<file path="src/rtl/canmb_pkg.sv">
package canmb_pkg;
  localparam int CMB_NBUF  = 15;
  localparam int CMB_WPB   = 8;
  localparam int CMB_DW    = 16;
  localparam int CMB_AW    = 8;
  localparam int CMB_WORDS = CMB_NBUF * CMB_WPB;
  localparam int CMB_BE_W  = CMB_DW / 8;
  localparam int CMB_OFF_W = $clog2(CMB_WPB);
  localparam int CMB_BNK_W = CMB_AW - CMB_OFF_W;
  localparam int CMB_IDX_W = $clog2(CMB_WORDS);

  typedef logic [CMB_AW-1:0]   cmb_addr_t;
  typedef logic [CMB_DW-1:0]   cmb_word_t;
  typedef logic [CMB_BE_W-1:0] cmb_be_t;
  typedef logic [CMB_NBUF-1:0] cmb_busy_t;

  localparam logic [CMB_OFF_W-1:0] CMB_CTRL_OFF = '0;

  function automatic logic f_in_store(cmb_addr_t a);
    return int'(a) < CMB_WORDS;
  endfunction

  function automatic logic [CMB_BNK_W-1:0] f_bank(cmb_addr_t a);
    return a[CMB_AW-1:CMB_OFF_W];
  endfunction

  function automatic logic [CMB_OFF_W-1:0] f_off(cmb_addr_t a);
    return a[CMB_OFF_W-1:0];
  endfunction

  function automatic logic [CMB_IDX_W-1:0] f_idx(cmb_addr_t a);
    return a[CMB_IDX_W-1:0];
  endfunction

  // Processor write permission: storage range, control word always open,
  // other words closed while the owning buffer is busy.
  function automatic logic f_cpu_wr_ok(cmb_addr_t a, cmb_busy_t busy);
    if (!f_in_store(a)) return 1'b0;
    if (f_off(a) == CMB_CTRL_OFF) return 1'b1;
    for (int i = 0; i < CMB_NBUF; i++)
      if (busy[i] && (int'(f_bank(a)) == i)) return 1'b0;
    return 1'b1;
  endfunction

  function automatic cmb_word_t f_merge(cmb_word_t old_w, cmb_word_t new_w, cmb_be_t be);
    cmb_word_t r = old_w;
    for (int b = 0; b < CMB_BE_W; b++)
      if (be[b]) r[b*8 +: 8] = new_w[b*8 +: 8];
    return r;
  endfunction
endpackage

</file>
<file path="src/rtl/canmb_arb.sv">
module canmb_arb (
  input  logic clk,
  input  logic rst_n,
  input  logic cpu_req,
  input  logic can_req,
  output logic cpu_gnt,
  output logic can_gnt,
  output logic cpu_rdy,
  output logic can_rdy
);
  // Fixed priority: the CAN side never waits.
  assign can_gnt = can_req;
  assign cpu_gnt = cpu_req & ~can_req;

  always_ff @(posedge clk or negedge rst_n) begin
    if (!rst_n) begin
      cpu_rdy <= 1'b0;
      can_rdy <= 1'b0;
    end else begin
      cpu_rdy <= cpu_gnt;
      can_rdy <= can_gnt;
    end
  end
endmodule

</file>
<file path="src/rtl/canmb_wqual.sv">
module canmb_wqual
  import canmb_pkg::*;
(
  input  logic      is_can,
  input  cmb_addr_t addr,
  input  cmb_busy_t busy,
  output logic      in_store,
  output logic      wr_ok
);
  assign in_store = f_in_store(addr);
  assign wr_ok    = is_can ? in_store : f_cpu_wr_ok(addr, busy);
endmodule

</file>
<file path="src/rtl/canmb_store.sv">
module canmb_store
  import canmb_pkg::*;
#(
  parameter int DEPTH = CMB_WORDS,
  parameter int IW    = CMB_IDX_W
) (
  input  logic          clk,
  input  logic          rst_n,
  input  logic          we,
  input  cmb_be_t       be,
  input  logic [IW-1:0] idx,
  input  cmb_word_t     wdata,
  output cmb_word_t     rword
);
  cmb_word_t mem [DEPTH];
  logic      idx_ok;

  assign idx_ok = int'(idx) < DEPTH;
  assign rword  = idx_ok ? mem[idx] : '0;

  always_ff @(posedge clk or negedge rst_n) begin
    if (!rst_n) begin
      for (int i = 0; i < DEPTH; i++) mem[i] <= '0;
    end else if (we && idx_ok) begin
      mem[idx] <= f_merge(mem[idx], wdata, be);
    end
  end
endmodule

</file>
<file path="src/rtl/canmb_shared_ram.sv">
module canmb_shared_ram
  import canmb_pkg::*;
(
  input  logic                clk,
  input  logic                rst_n,
  input  logic                cpu_req,
  input  logic                cpu_we,
  input  logic [CMB_BE_W-1:0] cpu_be,
  input  logic [CMB_AW-1:0]   cpu_addr,
  input  logic [CMB_DW-1:0]   cpu_wdata,
  output logic [CMB_DW-1:0]   cpu_rdata,
  output logic                cpu_rdy,
  input  logic                can_req,
  input  logic                can_we,
  input  logic [CMB_BE_W-1:0] can_be,
  input  logic [CMB_AW-1:0]   can_addr,
  input  logic [CMB_DW-1:0]   can_wdata,
  output logic [CMB_DW-1:0]   can_rdata,
  output logic                can_rdy,
  input  logic [CMB_NBUF-1:0] buf_busy
);
  // Named internal events, observed by the bound checker.
  logic      cpu_gnt, can_gnt, any_gnt;
  logic      acc_we, in_store, wr_ok, store_we, cpu_wr_blocked;
  cmb_addr_t acc_addr;
  cmb_be_t   acc_be;
  cmb_word_t acc_wdata, store_rword, rd_word;
  cmb_word_t cpu_rdata_q, can_rdata_q;

  canmb_arb u_arb (
    .clk     (clk),
    .rst_n   (rst_n),
    .cpu_req (cpu_req),
    .can_req (can_req),
    .cpu_gnt (cpu_gnt),
    .can_gnt (can_gnt),
    .cpu_rdy (cpu_rdy),
    .can_rdy (can_rdy)
  );

  assign any_gnt   = cpu_gnt | can_gnt;
  assign acc_addr  = can_gnt ? can_addr  : cpu_addr;
  assign acc_we    = can_gnt ? can_we    : cpu_we;
  assign acc_be    = can_gnt ? can_be    : cpu_be;
  assign acc_wdata = can_gnt ? can_wdata : cpu_wdata;

  canmb_wqual u_wqual (
    .is_can   (can_gnt),
    .addr     (acc_addr),
    .busy     (buf_busy),
    .in_store (in_store),
    .wr_ok    (wr_ok)
  );

  assign store_we       = any_gnt & acc_we & wr_ok;
  assign cpu_wr_blocked = cpu_gnt & cpu_we & in_store & ~wr_ok;

  canmb_store u_store (
    .clk   (clk),
    .rst_n (rst_n),
    .we    (store_we),
    .be    (acc_be),
    .idx   (f_idx(acc_addr)),
    .wdata (acc_wdata),
    .rword (store_rword)
  );

  assign rd_word = in_store ? store_rword : '0;

  always_ff @(posedge clk or negedge rst_n) begin
    if (!rst_n) begin
      cpu_rdata_q <= '0;
      can_rdata_q <= '0;
    end else begin
      if (cpu_gnt && !cpu_we) cpu_rdata_q <= rd_word;
      if (can_gnt && !can_we) can_rdata_q <= rd_word;
    end
  end

  assign cpu_rdata = cpu_rdata_q;
  assign can_rdata = can_rdata_q;
endmodule

</file>
<file path="config.mk">
export PLATFORM = sky130hd
export DESIGN_NAME = canmb_shared_ram
export DESIGN_NICKNAME = d
export VERILOG_FILES = /design/src/rtl/canmb_pkg.sv /design/src/rtl/canmb_arb.sv /design/src/rtl/canmb_wqual.sv /design/src/rtl/canmb_store.sv /design/src/rtl/canmb_shared_ram.sv
export SDC_FILE = /design/constraint.sdc
export NUM_CORES = 2
export LEC_CHECK = 0
export BUFFER_PORTS_ARGS = -buffer_cell sky130_fd_sc_hd__buf_4
export CELL_PAD_IN_SITES_DETAIL_PLACEMENT = 0
export CELL_PAD_IN_SITES_GLOBAL_PLACEMENT = 1
export CORE_MARGIN = 2
export CORE_UTILIZATION = 40
export CTS_CLUSTER_SIZE = 10
export DETAILED_ROUTE_END_ITERATION = 10
export PLACE_DENSITY = 0.72
export SYNTH_ARGS = -nofsm -noshare
export SYNTH_HDL_FRONTEND = slang
export SYNTH_SLANG_ARGS = --single-unit
</file>
<file path="constraint.sdc">
create_clock -name clk -period 3 [get_ports clk]
set_input_delay 0.6 -clock clk [delete_from_list [all_inputs] [get_ports clk]]
set_output_delay 0.6 -clock clk [all_outputs]
set_load 0.05 [all_outputs]
</file>
==> summary.md <==
| Metric | Value |
|---|---|
| Worst-Skew Late Latency | `870 ps` |
| Design Power | `61.0 mW` |
| Count of mapped cells out of synthesis | `8,534` |
| Crit path launch type | `primary input` |
| Max-cap viol count | `0` |
| Hold Vio Cnt, Final | `0` |
| Most common cell after layout, fill and taps aside | `dfrtp_1` |
| Outcome | `complete, but fails checks` |
| Die height | `474 um` |
| CP peak stage delay | `870 ps` |
| Data arrival, critical path | `4190 ps` |
| First-pass GRT wire length | `447 mm` |
| Number of synthesized flops with an enable pin | `0` |
| Post-placement worst setup slack | `-1640 ps` |
| CTS root buffer | `clkbuf_16` |
| Sequential-to-total area share from yosys stat | `55.3%` |
| DR vias | `71,000` |
| WL final | `323 mm` |
| Distinct cells, synth | `72` |
| Commonest cells after routing, fill and taps aside | `dfrtp_1 (1,954), o21ai_0 (1,470), nand2_1 (1,352)` |
| Synth Area per Inst | `10.4 um^2` |
| Post-Route Utilization | `52.2%` |
| Worst path bufs/invs | `8` |
| Vias in the first global route | `69,000` |
| Initial antenna violation count | `9` |
| Full die area | `225,000 um^2` |
| Overflow after GRT | `0` |
| Max Fclk | `285 MHz` |
| Synthesized flop and latch total | `1,954` |
| Fin nets | `9,468` |
| Class of the worst hold path | `in -> reg` |
| Worst Setup Slack, final | `-509 ps` |
| Cts bufs inserted | `218` |
| Layout Cells excl Fill | `12,400` |
| CTS tree | `done` |
| CP endpoint kind | `register` |
| Setup TNS Final | `-595,990 ps` |
| FP Rows | `172` |
| Final setup violation count | `1,921` |
| Starting Density | `40.3%` |
| Dpl cells | `11,900` |
| DR WL/cell | `26.0 um` |
| CP delay by family, top | `compound AO/OA/AOI/OAI gates` |
| Fill count | `19,100` |
| Clk_skew | `76.2 ps` |
| Final Wtd Congestion | `0.937` |
| Final ANT Viol Nets | `0` |
| Final instance area | `115,000 um^2` |
| TritonRoute pass-1 iters | `6` |
| Iter 0 DRT Violations | `7,461` |
| Pwr dens | `531 nW/um^2` |
| Failing checks | `negative setup slack` |
| Worst path required time | `3680 ps` |
| Largest net degree at the start of global routing | `139` |
| CTS clk-pin slew, worst paths | `60 ps` |
| Clock sinks | `1,954` |
| Crit-path slowest cell | `a222oi_1` |
| Tcrit/Tclk final | `117%` |
| Tot GR Track Use | `26.3%` |
| Max Slew Vio Count | `0` |
| Layout cells sized above 1 | `25.8%` |
| Multi-input logic area | `36,900 um^2` |
| Die W | `474 um` |
| Leakage | `53.1 nW` |
| Cell Chain, Critical Path | `buf_12 > buf_8 > and3b_1 > or2_4 > buf_16 > a222oi_1 > o22ai_2 > buf_4 > o41ai_4 > buf_4 > buf_12 > clkbuf_16 > nand3_4 > buf_12 > mux2_4` |
| Core region area | `220,000 um^2` |
| DRC | `0` |
| Area Growth Syn to Fin | `29.7%` |
| Setup Crit Path Kind | `in -> reg` |
| Post-Syn Area | `88,500 um^2` |
| Maximum fanout along the worst path | `8` |
| Synth Flop Type | `dfrtp_1` |
| Post-synth ARST share | `100%` |
| Final hold slack | `73.9 ps` |
| Syn nets | `8,607` |
| Detailed placer's ending HPWL | `199 mm` |
| Tmin final | `3510 ps` |
| Ports | `107` |
| Area after DPL | `102,000 um^2` |
| Max IR drop VDD | `524 uV` |
| Relative slew slack | `28.8%` |
| CTS H-tree depth | `4` |
| CTS max path bufs | `3` |
| Via-to-Cell Ratio | `5.72` |
| Slew @ Worst Pin | `1040 ps` |
| RSZ-0062 raised after global routing | `true` |
| Ys Warns | `0` |
| Register area | `48,900 um^2` |
| PortBufs | `106` |
| Top cell by count, worst path | `buf_12` |
layout make-up:
class	count	area share (%)
diodes	6	0.0131
clock buffers	249	4.93
clock inverters	19	0.305
inverters	209	0.684
multi-input cells	5523	32.2
flip-flops and latches	1954	42.6
well taps	2958	3.23
repair buffers	1489	16.1
layer usage:
layer	wire [um]	share of wire (%)	up-vias	track usage [%]
li1	-	-	31600	-
met1	136000	42	36000	36.1
met2	145000	45	2828	40.7
met3	25800	8.0	646	4.80
met4	15700	4.9	4	11.3
met5	36	0.011	-	0
report_power, final:
part           switching [mW]  total [mW]  internal [mW]
clock                    10.7        24.0           13.3
combinational            5.57        9.13           3.55
sequential              0.536        27.9           27.3
total                    16.8        61.0           44.2
tightest hold or removal path: cells and delay by family:
kind | cells | cell delay (ps)
buf+inv | 3 | 300
registers in the layout (all words and copies together) (netlist names):
signal         cells
u_arb.cpu_rdy      1
cpu_rdata         16
can_rdata         16
u_store.mem     1920
u_arb.can_rdy      1
final timing paths:
kind | start | endpoint | slack, ps | cells past startpoint
setup / recovery | can_req | u_store.mem[1632]$_DFFE_PN0P_ | -510 | 15
hold / removal | can_req | u_arb.can_rdy$_DFF_PN0_ | 70 | 3
setup reg to reg | u_store.mem[42]$_DFFE_PN0P_ | u_store.mem[970]$_DFFE_PN0P_ | -330 | 12
hold reg to reg | u_store.mem[1572]$_DFFE_PN0P_ | u_store.mem[1572]$_DFFE_PN0P_ | 470 | 2
max in group asynchronous | rst_n | u_store.mem[984]$_DFFE_PN0P_ | 1430 | 5
min in group asynchronous | rst_n | u_store.mem[72]$_DFFE_PN0P_ | 300 | 2
kinds of logic (layout without fill, tap and decap cells):
logic type | after synthesis | in the layout | share of synthesized area (%)
AOI/OAI and AO/OA | 2425 | 2425 | 15.1
other | 0 | 6 | 0
muxes | 1405 | 1406 | 16.5
and+or+nand+nor | 1692 | 1692 | 7.96
DFF | 1954 | 1954 | 55.3
buffers and inverters | 1058 | 1966 | 5.23
cell usage after synthesis, types with 20 or more instances:
| cell | instances | area [um^2] |
|---|---|---|
| nand3_1 | 73 | 365 |
| nor4_1 | 38 | 238 |
| buf_2 | 210 | 1050 |
| o22ai_1 | 410 | 2560 |
| buf_1 | 31 | 116 |
| buf_4 | 20 | 150 |
| o21ai_1 | 51 | 255 |
| dfrtp_1 | 1954 | 48900 |
| a21oi_1 | 117 | 586 |
| nand4_1 | 28 | 175 |
| inv_1 | 209 | 785 |
| clkbuf_1 | 546 | 2050 |
| a41oi_1 | 73 | 639 |
| mux2i_1 | 1007 | 10100 |
| nor2_1 | 35 | 131 |
| a22oi_1 | 23 | 173 |
| buf_6 | 42 | 473 |
| o21ai_0 | 1651 | 8260 |
| nand2_1 | 1418 | 5320 |
| mux2_2 | 397 | 4470 |
repair_timing:
action,4_1_cts,5_1_grt
pin swaps,37,63
hold buffers,2,0
endpoints found under the setup margin,1919,1931
hold endpoints to repair,75,0
buffers inserted,55,98
cloned,26,80
resized for setup,212,499
(Power assumes the default switching activity.)
